### src/rtl/conv_mac_pkg.sv
package conv_mac_pkg;
    localparam int PIX_PER_WORD = 4;
    localparam int LAYERS       = 3;
    localparam int LANE_W       = 8;
    localparam int LANES        = PIX_PER_WORD * LAYERS;
    localparam int WORD_W       = LANES * LANE_W;
    localparam int PROD_W       = 2 * LANE_W;
    localparam int SUM_W        = PROD_W + $clog2(LANES);

    function automatic int safe_clog2(input int n);
        return (n > 1) ? $clog2(n) : 1;
    endfunction
endpackage

### src/rtl/conv_win_seq.sv
module conv_win_seq
    import conv_mac_pkg::*;
#(
    parameter int KER_W      = 11,
    parameter int KER_H      = 11,
    parameter int STRIDE     = 4,
    parameter int LINE_WORDS = 57,
    parameter int ADDR_W     = 16,
    parameter int WA_W       = 6,
    parameter int COL_W      = 2,
    parameter int ROW_W      = 4
) (
    input  logic              clk,
    input  logic              rst_n,
    input  logic              start,
    input  logic [ADDR_W-1:0] line_base,
    input  logic [ADDR_W-1:0] out_x,
    output logic              busy,
    output logic [ADDR_W-1:0] pix_addr,
    output logic [WA_W-1:0]   wgt_addr,
    output logic              beat_vld,
    output logic              beat_first,
    output logic              beat_last,
    output logic [COL_W-1:0]  beat_col
);
    localparam int WPR          = (KER_W + PIX_PER_WORD - 1) / PIX_PER_WORD;
    localparam int STRIDE_WORDS = STRIDE / PIX_PER_WORD;
    localparam logic [ADDR_W-1:0] SW_L   = ADDR_W'(STRIDE_WORDS);
    localparam logic [ADDR_W-1:0] LINE_L = ADDR_W'(LINE_WORDS);
    localparam logic [COL_W-1:0]  COL_END = COL_W'(WPR - 1);
    localparam logic [ROW_W-1:0]  ROW_END = ROW_W'(KER_H - 1);

    typedef struct packed {
        logic              busy;
        logic [ROW_W-1:0]  row;
        logic [COL_W-1:0]  col;
        logic [ADDR_W-1:0] row_addr;
        logic [ADDR_W-1:0] pix_addr;
        logic [WA_W-1:0]   wgt_addr;
        logic              bv;
        logic              bf;
        logic              bl;
        logic [COL_W-1:0]  bcol;
    } seq_t;

    seq_t seq_d, seq_q;
    logic [ADDR_W-1:0] win_base;

    always_comb begin
        seq_d    = seq_q;
        win_base = line_base + out_x * SW_L;
        // stage aligned with data returning one cycle after the address
        seq_d.bv   = seq_q.busy;
        seq_d.bf   = seq_q.busy && (seq_q.row == '0) && (seq_q.col == '0);
        seq_d.bl   = seq_q.busy && (seq_q.row == ROW_END) && (seq_q.col == COL_END);
        seq_d.bcol = seq_q.col;
        if (!seq_q.busy) begin
            if (start) begin
                seq_d.busy     = 1'b1;
                seq_d.row      = '0;
                seq_d.col      = '0;
                seq_d.row_addr = win_base;
                seq_d.pix_addr = win_base;
                seq_d.wgt_addr = '0;
            end
        end else begin
            seq_d.wgt_addr = seq_q.wgt_addr + 1'b1;
            if (seq_q.col == COL_END) begin
                seq_d.col = '0;
                if (seq_q.row == ROW_END) begin
                    seq_d.busy = 1'b0;
                end else begin
                    seq_d.row      = seq_q.row + 1'b1;
                    seq_d.row_addr = seq_q.row_addr + LINE_L;
                    seq_d.pix_addr = seq_q.row_addr + LINE_L;
                end
            end else begin
                seq_d.col      = seq_q.col + 1'b1;
                seq_d.pix_addr = seq_q.pix_addr + 1'b1;
            end
        end
    end

    always_ff @(posedge clk) begin
        if (!rst_n) begin
            seq_q <= '0;
        end else begin
            seq_q <= seq_d;
        end
    end

    assign busy       = seq_q.busy;
    assign pix_addr   = seq_q.pix_addr;
    assign wgt_addr   = seq_q.wgt_addr;
    assign beat_vld   = seq_q.bv;
    assign beat_first = seq_q.bf;
    assign beat_last  = seq_q.bl;
    assign beat_col   = seq_q.bcol;
endmodule

### src/rtl/conv_lane_mac.sv
module conv_lane_mac
    import conv_mac_pkg::*;
#(
    parameter int KER_W = 11,
    parameter int COL_W = 2
) (
    input  logic [WORD_W-1:0]       pix_word,
    input  logic [WORD_W-1:0]       wgt_word,
    input  logic [COL_W-1:0]        col,
    output logic signed [SUM_W-1:0] lane_sum
);
    logic signed [PROD_W-1:0] prod [LANES];

    for (genvar l = 0; l < LANES; l++) begin : g_lane
        localparam int PIX_POS = l / LAYERS;
        logic signed [LANE_W-1:0] pa, wb;
        logic signed [PROD_W-1:0] pa_w, wb_w;
        logic                     lane_on;
        assign pa      = pix_word[l*LANE_W +: LANE_W];
        assign wb      = wgt_word[l*LANE_W +: LANE_W];
        assign pa_w    = PROD_W'(pa);
        assign wb_w    = PROD_W'(wb);
        // kernel column of this lane must lie inside the kernel width
        assign lane_on = (int'(col) * PIX_PER_WORD + PIX_POS) < KER_W;
        assign prod[l] = lane_on ? (pa_w * wb_w) : '0;
    end

    always_comb begin
        lane_sum = '0;
        for (int l = 0; l < LANES; l++) begin
            lane_sum = lane_sum + SUM_W'(prod[l]);
        end
    end
endmodule

### src/rtl/conv_acc_sat.sv
module conv_acc_sat
    import conv_mac_pkg::*;
#(
    parameter int ACC_W = 24,
    parameter int OUT_W = 16
) (
    input  logic                    clk,
    input  logic                    rst_n,
    input  logic                    beat_vld,
    input  logic                    beat_first,
    input  logic                    beat_last,
    input  logic signed [SUM_W-1:0] lane_sum,
    output logic [OUT_W-1:0]        result,
    output logic                    result_valid
);
    localparam logic signed [ACC_W-1:0] SAT_HI = ACC_W'((64'sd1 <<< (OUT_W - 1)) - 64'sd1);
    localparam logic signed [ACC_W-1:0] SAT_LO = ~SAT_HI;

    typedef struct packed {
        logic signed [ACC_W-1:0] acc;
        logic [OUT_W-1:0]        res;
        logic                    rv;
    } acc_t;

    acc_t acc_d, acc_q;
    logic signed [ACC_W-1:0] nxt;

    always_comb begin
        acc_d    = acc_q;
        acc_d.rv = 1'b0;
        nxt      = beat_first ? ACC_W'(lane_sum) : (acc_q.acc + ACC_W'(lane_sum));
        if (beat_vld) begin
            acc_d.acc = nxt;
            if (beat_last) begin
                acc_d.rv = 1'b1;
                if (nxt > SAT_HI) begin
                    acc_d.res = SAT_HI[OUT_W-1:0];
                end else if (nxt < SAT_LO) begin
                    acc_d.res = SAT_LO[OUT_W-1:0];
                end else begin
                    acc_d.res = nxt[OUT_W-1:0];
                end
            end
        end
    end

    always_ff @(posedge clk) begin
        if (!rst_n) begin
            acc_q <= '0;
        end else begin
            acc_q <= acc_d;
        end
    end

    assign result       = acc_q.res;
    assign result_valid = acc_q.rv;
endmodule

### src/rtl/conv_mac_engine.sv
module conv_mac_engine
    import conv_mac_pkg::*;
#(
    parameter int KER_W      = 11,
    parameter int KER_H      = 11,
    parameter int STRIDE     = 4,
    parameter int LINE_WORDS = 57,
    parameter int ADDR_W     = 16,
    parameter int ACC_W      = 24,
    parameter int OUT_W      = 16,
    localparam int WPR       = (KER_W + PIX_PER_WORD - 1) / PIX_PER_WORD,
    localparam int BEATS     = WPR * KER_H,
    localparam int WA_W      = safe_clog2(BEATS)
) (
    input  logic              clk,
    input  logic              rst_n,
    input  logic              start,
    input  logic [ADDR_W-1:0] line_base,
    input  logic [ADDR_W-1:0] out_x,
    input  logic [WORD_W-1:0] pix_word,
    input  logic [WORD_W-1:0] wgt_word,
    output logic              busy,
    output logic [ADDR_W-1:0] pix_addr,
    output logic [WA_W-1:0]   wgt_addr,
    output logic [OUT_W-1:0]  result,
    output logic              result_valid
);
    localparam int COL_W = safe_clog2(WPR);
    localparam int ROW_W = safe_clog2(KER_H);

    logic                    beat_vld, beat_first, beat_last;
    logic [COL_W-1:0]        beat_col;
    logic signed [SUM_W-1:0] lane_sum;

    conv_win_seq #(
        .KER_W(KER_W), .KER_H(KER_H), .STRIDE(STRIDE), .LINE_WORDS(LINE_WORDS),
        .ADDR_W(ADDR_W), .WA_W(WA_W), .COL_W(COL_W), .ROW_W(ROW_W)
    ) u_seq (
        .clk(clk), .rst_n(rst_n), .start(start), .line_base(line_base), .out_x(out_x),
        .busy(busy), .pix_addr(pix_addr), .wgt_addr(wgt_addr),
        .beat_vld(beat_vld), .beat_first(beat_first), .beat_last(beat_last),
        .beat_col(beat_col)
    );

    conv_lane_mac #(.KER_W(KER_W), .COL_W(COL_W)) u_mac (
        .pix_word(pix_word), .wgt_word(wgt_word), .col(beat_col), .lane_sum(lane_sum)
    );

    conv_acc_sat #(.ACC_W(ACC_W), .OUT_W(OUT_W)) u_acc (
        .clk(clk), .rst_n(rst_n), .beat_vld(beat_vld), .beat_first(beat_first),
        .beat_last(beat_last), .lane_sum(lane_sum),
        .result(result), .result_valid(result_valid)
    );
endmodule

### config.mk
export PLATFORM = sky130hd
export DESIGN_NAME = conv_mac_engine
export DESIGN_NICKNAME = d
export VERILOG_FILES = /design/src/rtl/conv_mac_pkg.sv /design/src/rtl/conv_win_seq.sv /design/src/rtl/conv_lane_mac.sv /design/src/rtl/conv_acc_sat.sv /design/src/rtl/conv_mac_engine.sv
export SDC_FILE = /design/constraint.sdc
export NUM_CORES = 2
export LEC_CHECK = 0
export ABC_CLOCK_PERIOD_IN_PS = 11200
export BUFFER_PORTS_ARGS = -buffer_cell sky130_fd_sc_hd__clkbuf_2
export CAP_MARGIN = 15
export CORE_ASPECT_RATIO = 0.8
export CORE_MARGIN = 2
export CORE_UTILIZATION = 59
export DETAILED_ROUTE_END_ITERATION = 10
export PLACE_DENSITY = 0.82
export REMOVE_ABC_BUFFERS = 1
export SYNTH_ARGS = -nofsm -noshare
export SYNTH_HDL_FRONTEND = slang
export SYNTH_HIERARCHICAL = 1
export SYNTH_SLANG_ARGS = --single-unit
### constraint.sdc
create_clock -name clk -period 11.2 [get_ports clk]
set_clock_uncertainty 0.15 [all_clocks]
set_input_delay 0.56 -clock clk [delete_from_list [all_inputs] [get_ports clk]]
set_output_delay 0.56 -clock clk [all_outputs]
set_load 0.02 [all_outputs]
# Word-level counts from Yosys, hierarchy flattened

Index checks and enable logic that the tools add are counted.

Register bits: 91
Word-level logic and storage cells: 93
Input port bits: 227
Output and inout port bits: 40

$add $sub $neg: 21
Equality and inequality tests: 5
Multiplexer cells: 25
Reductions and logical operators: 11
Order comparisons: 6
$mul: 12

Operators by type and width:

| cell                                                                               | count |
|---|---|
| 16-bit two-way mux                                                                 | 16 |
| 8-bit by 8-bit multiplier with 16-bit output                                       | 12 |
| 20-bit by 16-bit adder with 20-bit output                                          | 9 |
| 32-bit by 5-bit < comparator with 1-bit output (second input constant)             | 3 |
| 45-bit two-way mux                                                                 | 2 |
| 32-bit two-way mux                                                                 | 1 |
| 24-bit by 20-bit adder with 24-bit output                                          | 1 |
| 24-bit by 16-bit greater-than comparator with 1-bit output (second input constant) | 1 |
| 24-bit by 16-bit < comparator with 1-bit output (second input constant)            | 1 |
| 24-bit two-way mux                                                                 | 1 |
| 17-bit by 16-bit adder with 18-bit output                                          | 1 |
| 16-bit by 16-bit adder with 17-bit output                                          | 1 |
| 16-bit by 1-bit adder with 16-bit output (second input constant)                   | 1 |
| 16-bit adder                                                                       | 1 |
| 16-bit by 6-bit adder with 16-bit output (second input constant)                   | 1 |
| 4-bit by 2-bit adder with 5-bit output (second input constant)                     | 2 |
| 6-bit by 1-bit adder with 6-bit output (second input constant)                     | 1 |
| 2-bit AND reduction                                                                | 3 |
| 4-bit by 1-bit adder with 5-bit output (second input constant)                     | 1 |
| 5-bit two-way mux                                                                  | 1 |
| 4-bit by 1-bit adder with 4-bit output (second input constant)                     | 1 |
| 4-bit equality test (second input constant)                                        | 1 |
| 1-bit logical AND                                                                  | 4 |
| 4-bit zero test                                                                    | 1 |
| other kinds (11)                                                                   | 13 |

# Logic depth before layout (Yosys ltp)

Word-level depth: 18
Mapped depth: 47
Gate-level depth less buffers: 45

# Cells and area by module

Netlist, hierarchy kept.

Modules (own cells, without submodules):

| module        | seq. area each (sq um) | cells an instance | instances | area each (sq um) |
|---|---|---|---|---|
| conv_lane_mac | 0.0                    | 3921              | 1         | 34819.6 |
| conv_win_seq  | 1001.0                 | 496               | 1         | 3804.9 |
| conv_acc_sat  | 820.8                  | 394               | 1         | 3150.5 |

# Worst setup path after synthesis

OpenSTA, ideal clock, no wires.

Kind: input to register
From: input port pix_word[28]
To: register u_acc.acc_q, in the netlist u_acc/result[14]
Data arrival time: 10.688 ns
Path slack: 0.222 ns
Path buffers: 2
Stages: 43
Required time: 10.910 ns
Library setup time: 0.140 ns
Path through: and2_1 -> ha_1 -> fa_1 -> ha_1 -> inv_1 -> fa_1 -> inv_1 -> ha_1 -> fa_1 -> a21o_1 -> a21oi_1 -> nor2b_1 -> o31a_1 -> o22ai_1 -> xnor2_1 -> nand2_1 -> fa_1 -> fa_1 -> [7 not listed] -> a21oi_1 -> o21ai_0 -> nand2b_1 -> nand3_1 -> o211ai_1 -> o211ai_1 -> xnor2_1 -> ha_1 -> clkbuf_1 -> a21o_1 -> a221o_1 -> a221oi_1 -> nand2_1 -> xor2_1 -> o41a_1 -> o32ai_4 -> buf_6 -> o22ai_1

Word-level cells in the longest chain between the ends: 16
Elaborated cells between the ends (all ways): 17
Those cells by class: add/sub: 10; mul: 1; order compare: 2; mux: 4

RTL lines:

| element                                                    | line                  | text |
|---|---|---|
| start: declaration                                         | conv_mac_engine.sv:20 | `input logic [WORD_W-1:0] pix_word,` |
| 8-bit by 8-bit multiplier with 16-bit output (*)           | conv_lane_mac.sv:25   | `assign prod[l] = lane_on ? (pa_w * wb_w) : '0;` |
| 16-bit two-way mux (*)                                     | conv_lane_mac.sv:25   |  |
| 20-bit by 16-bit adder with 20-bit output (*) (9 in a row) | conv_lane_mac.sv:31   | `lane_sum = lane_sum + SUM_W'(prod[l]);` |
| named net lane_sum[19]                                     | conv_mac_engine.sv:33 | `logic signed [SUM_W-1:0] lane_sum;` |
| 24-bit by 20-bit adder with 24-bit output                  | conv_acc_sat.sv:31    | `nxt = beat_first ? ACC_W'(lane_sum) : (acc_q.acc + ACC_W'(lane_sum));` |
| 24-bit two-way mux (*)                                     | conv_acc_sat.sv:31    |  |
| 24-bit by 16-bit < comparator with 1-bit output            | conv_acc_sat.sv:38    | `end else if (nxt < SAT_LO) begin` |
| 16-bit two-way mux                                         | conv_acc_sat.sv:38    |  |
| 16-bit two-way mux (*)                                     | conv_acc_sat.sv:36    | `if (nxt > SAT_HI) begin` |
| end signal: assignment                                     | conv_acc_sat.sv:49    | `acc_q <= '0;` |
| end signal: assignment                                     | conv_acc_sat.sv:51    | `acc_q <= acc_d;` |
| end: declaration                                           | conv_acc_sat.sv:25    | `acc_t acc_d, acc_q;` |

The timed path passes the listed nets; every way through them passes the cells marked *.
A chain may end at the register's enable or synchronous reset.

# Worst setup path after layout

From: input port pix_word[46]
To: register u_acc.acc_q, in the netlist u_acc/result[6]

Word-level cells in the longest chain between the ends: 14
Elaborated cells between the ends (all ways): 15
Those cells by class: add/sub: 8; mul: 1; order compare: 2; mux: 4

RTL lines:

| element                                                    | line |
|---|---|
| 8-bit by 8-bit multiplier with 16-bit output (*)           | conv_lane_mac.sv:25 |
| 16-bit two-way mux (*)                                     | conv_lane_mac.sv:25 |
| 20-bit by 16-bit adder with 20-bit output (*) (7 in a row) | conv_lane_mac.sv:31 |
| named net lane_sum[17]                                     | conv_mac_engine.sv:33 |
| 24-bit by 20-bit adder with 24-bit output                  | conv_acc_sat.sv:31 |
| 24-bit two-way mux (*)                                     | conv_acc_sat.sv:31 |
| 24-bit by 16-bit < comparator with 1-bit output            | conv_acc_sat.sv:38 |
| 16-bit two-way mux                                         | conv_acc_sat.sv:38 |
| 16-bit two-way mux (*)                                     | conv_acc_sat.sv:36 |

Marked as above.

==> out/results.tsv <==
stage	metric	value	unit
setup_path	CP delay by family, top	adder cells	
floorplan	core area	70300	um2
cts	number of CTS-inserted buffers	9	
final_layout	post-layout util	0.667	
yosys	Mapped Cells	4811	
timing	RSZ-0062 raised after global routing	true	
yosys	Synth Warn #	6	
yosys	Syn Area/Cell	8.68	um2
cts	Skew-Pair Late Insertion Delay	0.34	ns
global_route	initial antenna violation count	10	
floorplan	I/O pin count	267	
cts	hold_buf cts	0	
run	max cap viols	0	
yosys	post-synth cell types	85	
yosys	FF+latch count, synth	91	
final_layout	Final Cell Area	46900	um2
timing	final hold vios	0	
yosys	ys async rst share	0	
global_route	largest net degree at the start of global routing	51	
timing	Fmax	91.7	MHz
placement	Final HPWL DP	90800	um
detailed_routing	Post-route DRC	0	
detailed_routing	Vias	33600	
cts	H-tree depth	3	
global_route	vias in the first global route	35200	
floorplan	Initial Util	0.594	
setup_path	WP data arrival	10.99	ns
cts	CTS root buffer	clkbuf_16	
detailed_routing	antenna violation net count after detailed routing	0	
final_layout	Area Growth Syn to Fin	12.3	%
timing	Setup-failing EPs final	0	
placement	Port Buffer Count	266	
cts	CTS tree	built	
timing	worst-margin pin slew	1.06	ns
cts	CTS Sinks	91	
timing	WHS	0.339	ns
yosys	EDFF count, synth	0	
setup_path	Largest stage delay, worst path	0.55	ns
floorplan	die width	302	um
cts	Bufs on Longest Clock Path	2	
min_path	Worst Hold Class	reg2reg	
setup_path	Worst Path Buf+Inv	11	
final_layout	Layout fillers	5633	
setup_path	crit end category	flop	
placement	Placer Congestion	0.945	
yosys	register area share after synthesis	0.0436	
setup_path	Worst Path Required	11.28	ns
setup_path	crit path launch	pix_word[46]	
timing	Sum Neg Setup Slack	0	ns
floorplan	area of the die	73000	um2
global_route	first-pass GRT wire length	176000	um
timing	relative max-transition margin	0.289	
detailed_routing	drt wl/cell	16.7	um
setup_path	FF-to-FF Start	u_seq/beat_col[1]	
min_path	critical hold path startpoint	u_acc/acc_q[22]	
yosys	ys flop type	dfxtp_1	
final_layout	Final #Nets	6764	
timing	period utilization	0.974	
timing	minimum clock period	10.91	ns
setup_path	kind of critical path	in2reg	
detailed_routing	Vias/cell	5.39	
setup_path	slowest CP cell	fa_1	
cts	Clock Pin Slew Worst Setup and Hold Paths	0.07	ns
global_route	total gr overflow	0	
timing	Pins Over Slew Limit	0	
detailed_routing	Post-Route WL	104000	um
final_layout	share of cells above drive strength 1	0.139	
yosys	Post-Syn Area	41800	um2
global_route	gr usage total	0.295	
setup_path	Startpoint Class	primary input	
floorplan	Rows	87	
placement	placed instance area	46000	um2
setup_path	worst-path maximum fanout	7	
setup_path	most used cell, CP	fa_1	
run_status	status	complete, no violations	
floorplan	Die H	242	um
detailed_routing	initial DRC count	2207	
detailed_routing	drt pass-1 iters	6	
-- final cells by class --
| class | instances | area [um2] | area share |
|---|---|---|---|
| diodes | 4 | 10.0 | 0.000213 |
| inverters | 1094 | 4110 | 0.0876 |
| clock inverters | 6 | 48.8 | 0.00104 |
| flip-flops and latches | 91 | 1820 | 0.0388 |
| repair buffers | 582 | 3750 | 0.0800 |
| well taps | 934 | 1170 | 0.0249 |
| multi-input cells | 3518 | 35800 | 0.763 |
| clock buffers | 10 | 229 | 0.00488 |
-- placed cells by master (no fill, tap or decap), types with 20 or more instances in the layout --
cell type     n
ha_1        398
a21oi_2      20
inv_1      1091
o22ai_1      26
a211oi_1     37
xnor2_1     174
o21ai_0     133
mux2i_1      22
nand3_1      34
and2_1      472
o21ai_1      39
nor3_1       33
xor2_1       59
dfxtp_1      91
or2_2        20
a21o_1       46
clkbuf_2    261
fa_1        822
a21oi_1     101
nand2b_1    104
o21a_1       43
nand2_1     417
nor2_1      232
buf_4       312
-- stage by stage --
| stage | instances | setup WS (ns) |
|---|---|---|
| finish | 6239 | 0.289 |
| global route | 6236 | -0.120 |
| CTS | 6227 | 0.0228 |
| detailed placement | 6211 | -0.317 |
| global placement | 6211 | -0.0571 |
| floorplan | 4703 | 0.170 |
-- state kept, by name (all words and copies together), names as in the netlist --
name / cells
u_acc/acc_q: 24
u_seq/seq_q: 20
u_acc/result: 16
u_seq/pix_addr: 16
u_seq/wgt_addr: 6
u_seq/beat_col: 2
u_seq/seq_d: 2
u_acc/result_valid: 1
u_seq/beat_first: 1
u_seq/beat_last: 1
u_seq/beat_vld: 1
u_seq/busy: 1
-- metal layers --
layer | wire (um) | vias up | global-route usage
met1 | 46100 | 16600 | 0.428
met5 | 71 | - | 0
met3 | 7370 | 157 | 0.0408
met4 | 2070 | 12 | 0.0514
li1 | - | 15700 | -
met2 | 48800 | 1101 | 0.477
-- synth_stat cells, types with 11 or more instances --
library cell     n  share of area
clkbuf_1        49         0.0044
o22ai_1         30         0.0045
a21o_1          46         0.0083
mux2i_1         24         0.0058
fa_1           827           0.40
nor3_1          36         0.0043
nand2b_1       104          0.016
o21ai_0        148          0.018
ha_1           414           0.12
or3_1           14         0.0021
a211oi_1        39         0.0070
nand3_1         34         0.0041
xor2_1          60          0.013
nand2_1        419          0.038
nor2b_1         18         0.0027
o211ai_1        12         0.0022
o21ai_1         28         0.0034
or2_2           20         0.0030
o21a_1          43         0.0077
and3_1          16         0.0024
inv_1         1093          0.098
nor2_1         237          0.021
o41ai_2         11         0.0043
nand4_1         12         0.0018
o211a_1         13         0.0031
and2_1         476          0.071
xnor2_1        178          0.037
a21oi_1        122          0.015
dfxtp_1         91          0.044
o31a_1          13         0.0027
a31oi_1         14         0.0021
buf_4           41         0.0074
-- timing repair --
action	in CTS	in global routing
buffers inserted	0	7
endpoints found under the setup margin	0	18
endpoints found under the hold margin	0	0
resized for setup	0	115
-- path summary, 6_finish.rpt --
check / to / slack [ns] / cells after the start
worst max-delay path: u_acc/result[6] / 0.29 / 45
worst min register to register: u_acc/acc_q[22] / 0.34 / 2
worst min-delay path: u_acc/acc_q[22] / 0.34 / 2
worst max register to register: u_acc/result[6] / 2.16 / 27
-- tightest hold or removal path, delay by kind of cell, from the launching register on --
family / cells / cell delay, ns
AO/OA/AOI/OAI: 1 / 0.06
AND/OR/NAND/NOR: 1 / 0.07
flip-flops: 1 / 0.32
-- cells by family (layout without fill, tap and decap cells) --
logic type | count (synthesis) | count (layout) | share of synthesized area
AO/OA/AOI/OAI | 592 | 592 | 0.0950
XOR/XNOR | 238 | 238 | 0.0499
adder cells (fa/ha/maj) | 1241 | 1241 | 0.520
buffers and inverters | 1202 | 1692 | 0.112
flip-flops | 91 | 91 | 0.0436
multiplexers | 24 | 24 | 0.00575
other | 0 | 4 | 0
AND/OR/NAND/NOR | 1423 | 1423 | 0.173
Power is not shown: default switching activity piles up to over one toggle a cycle in this logic, so the estimate is an artifact.
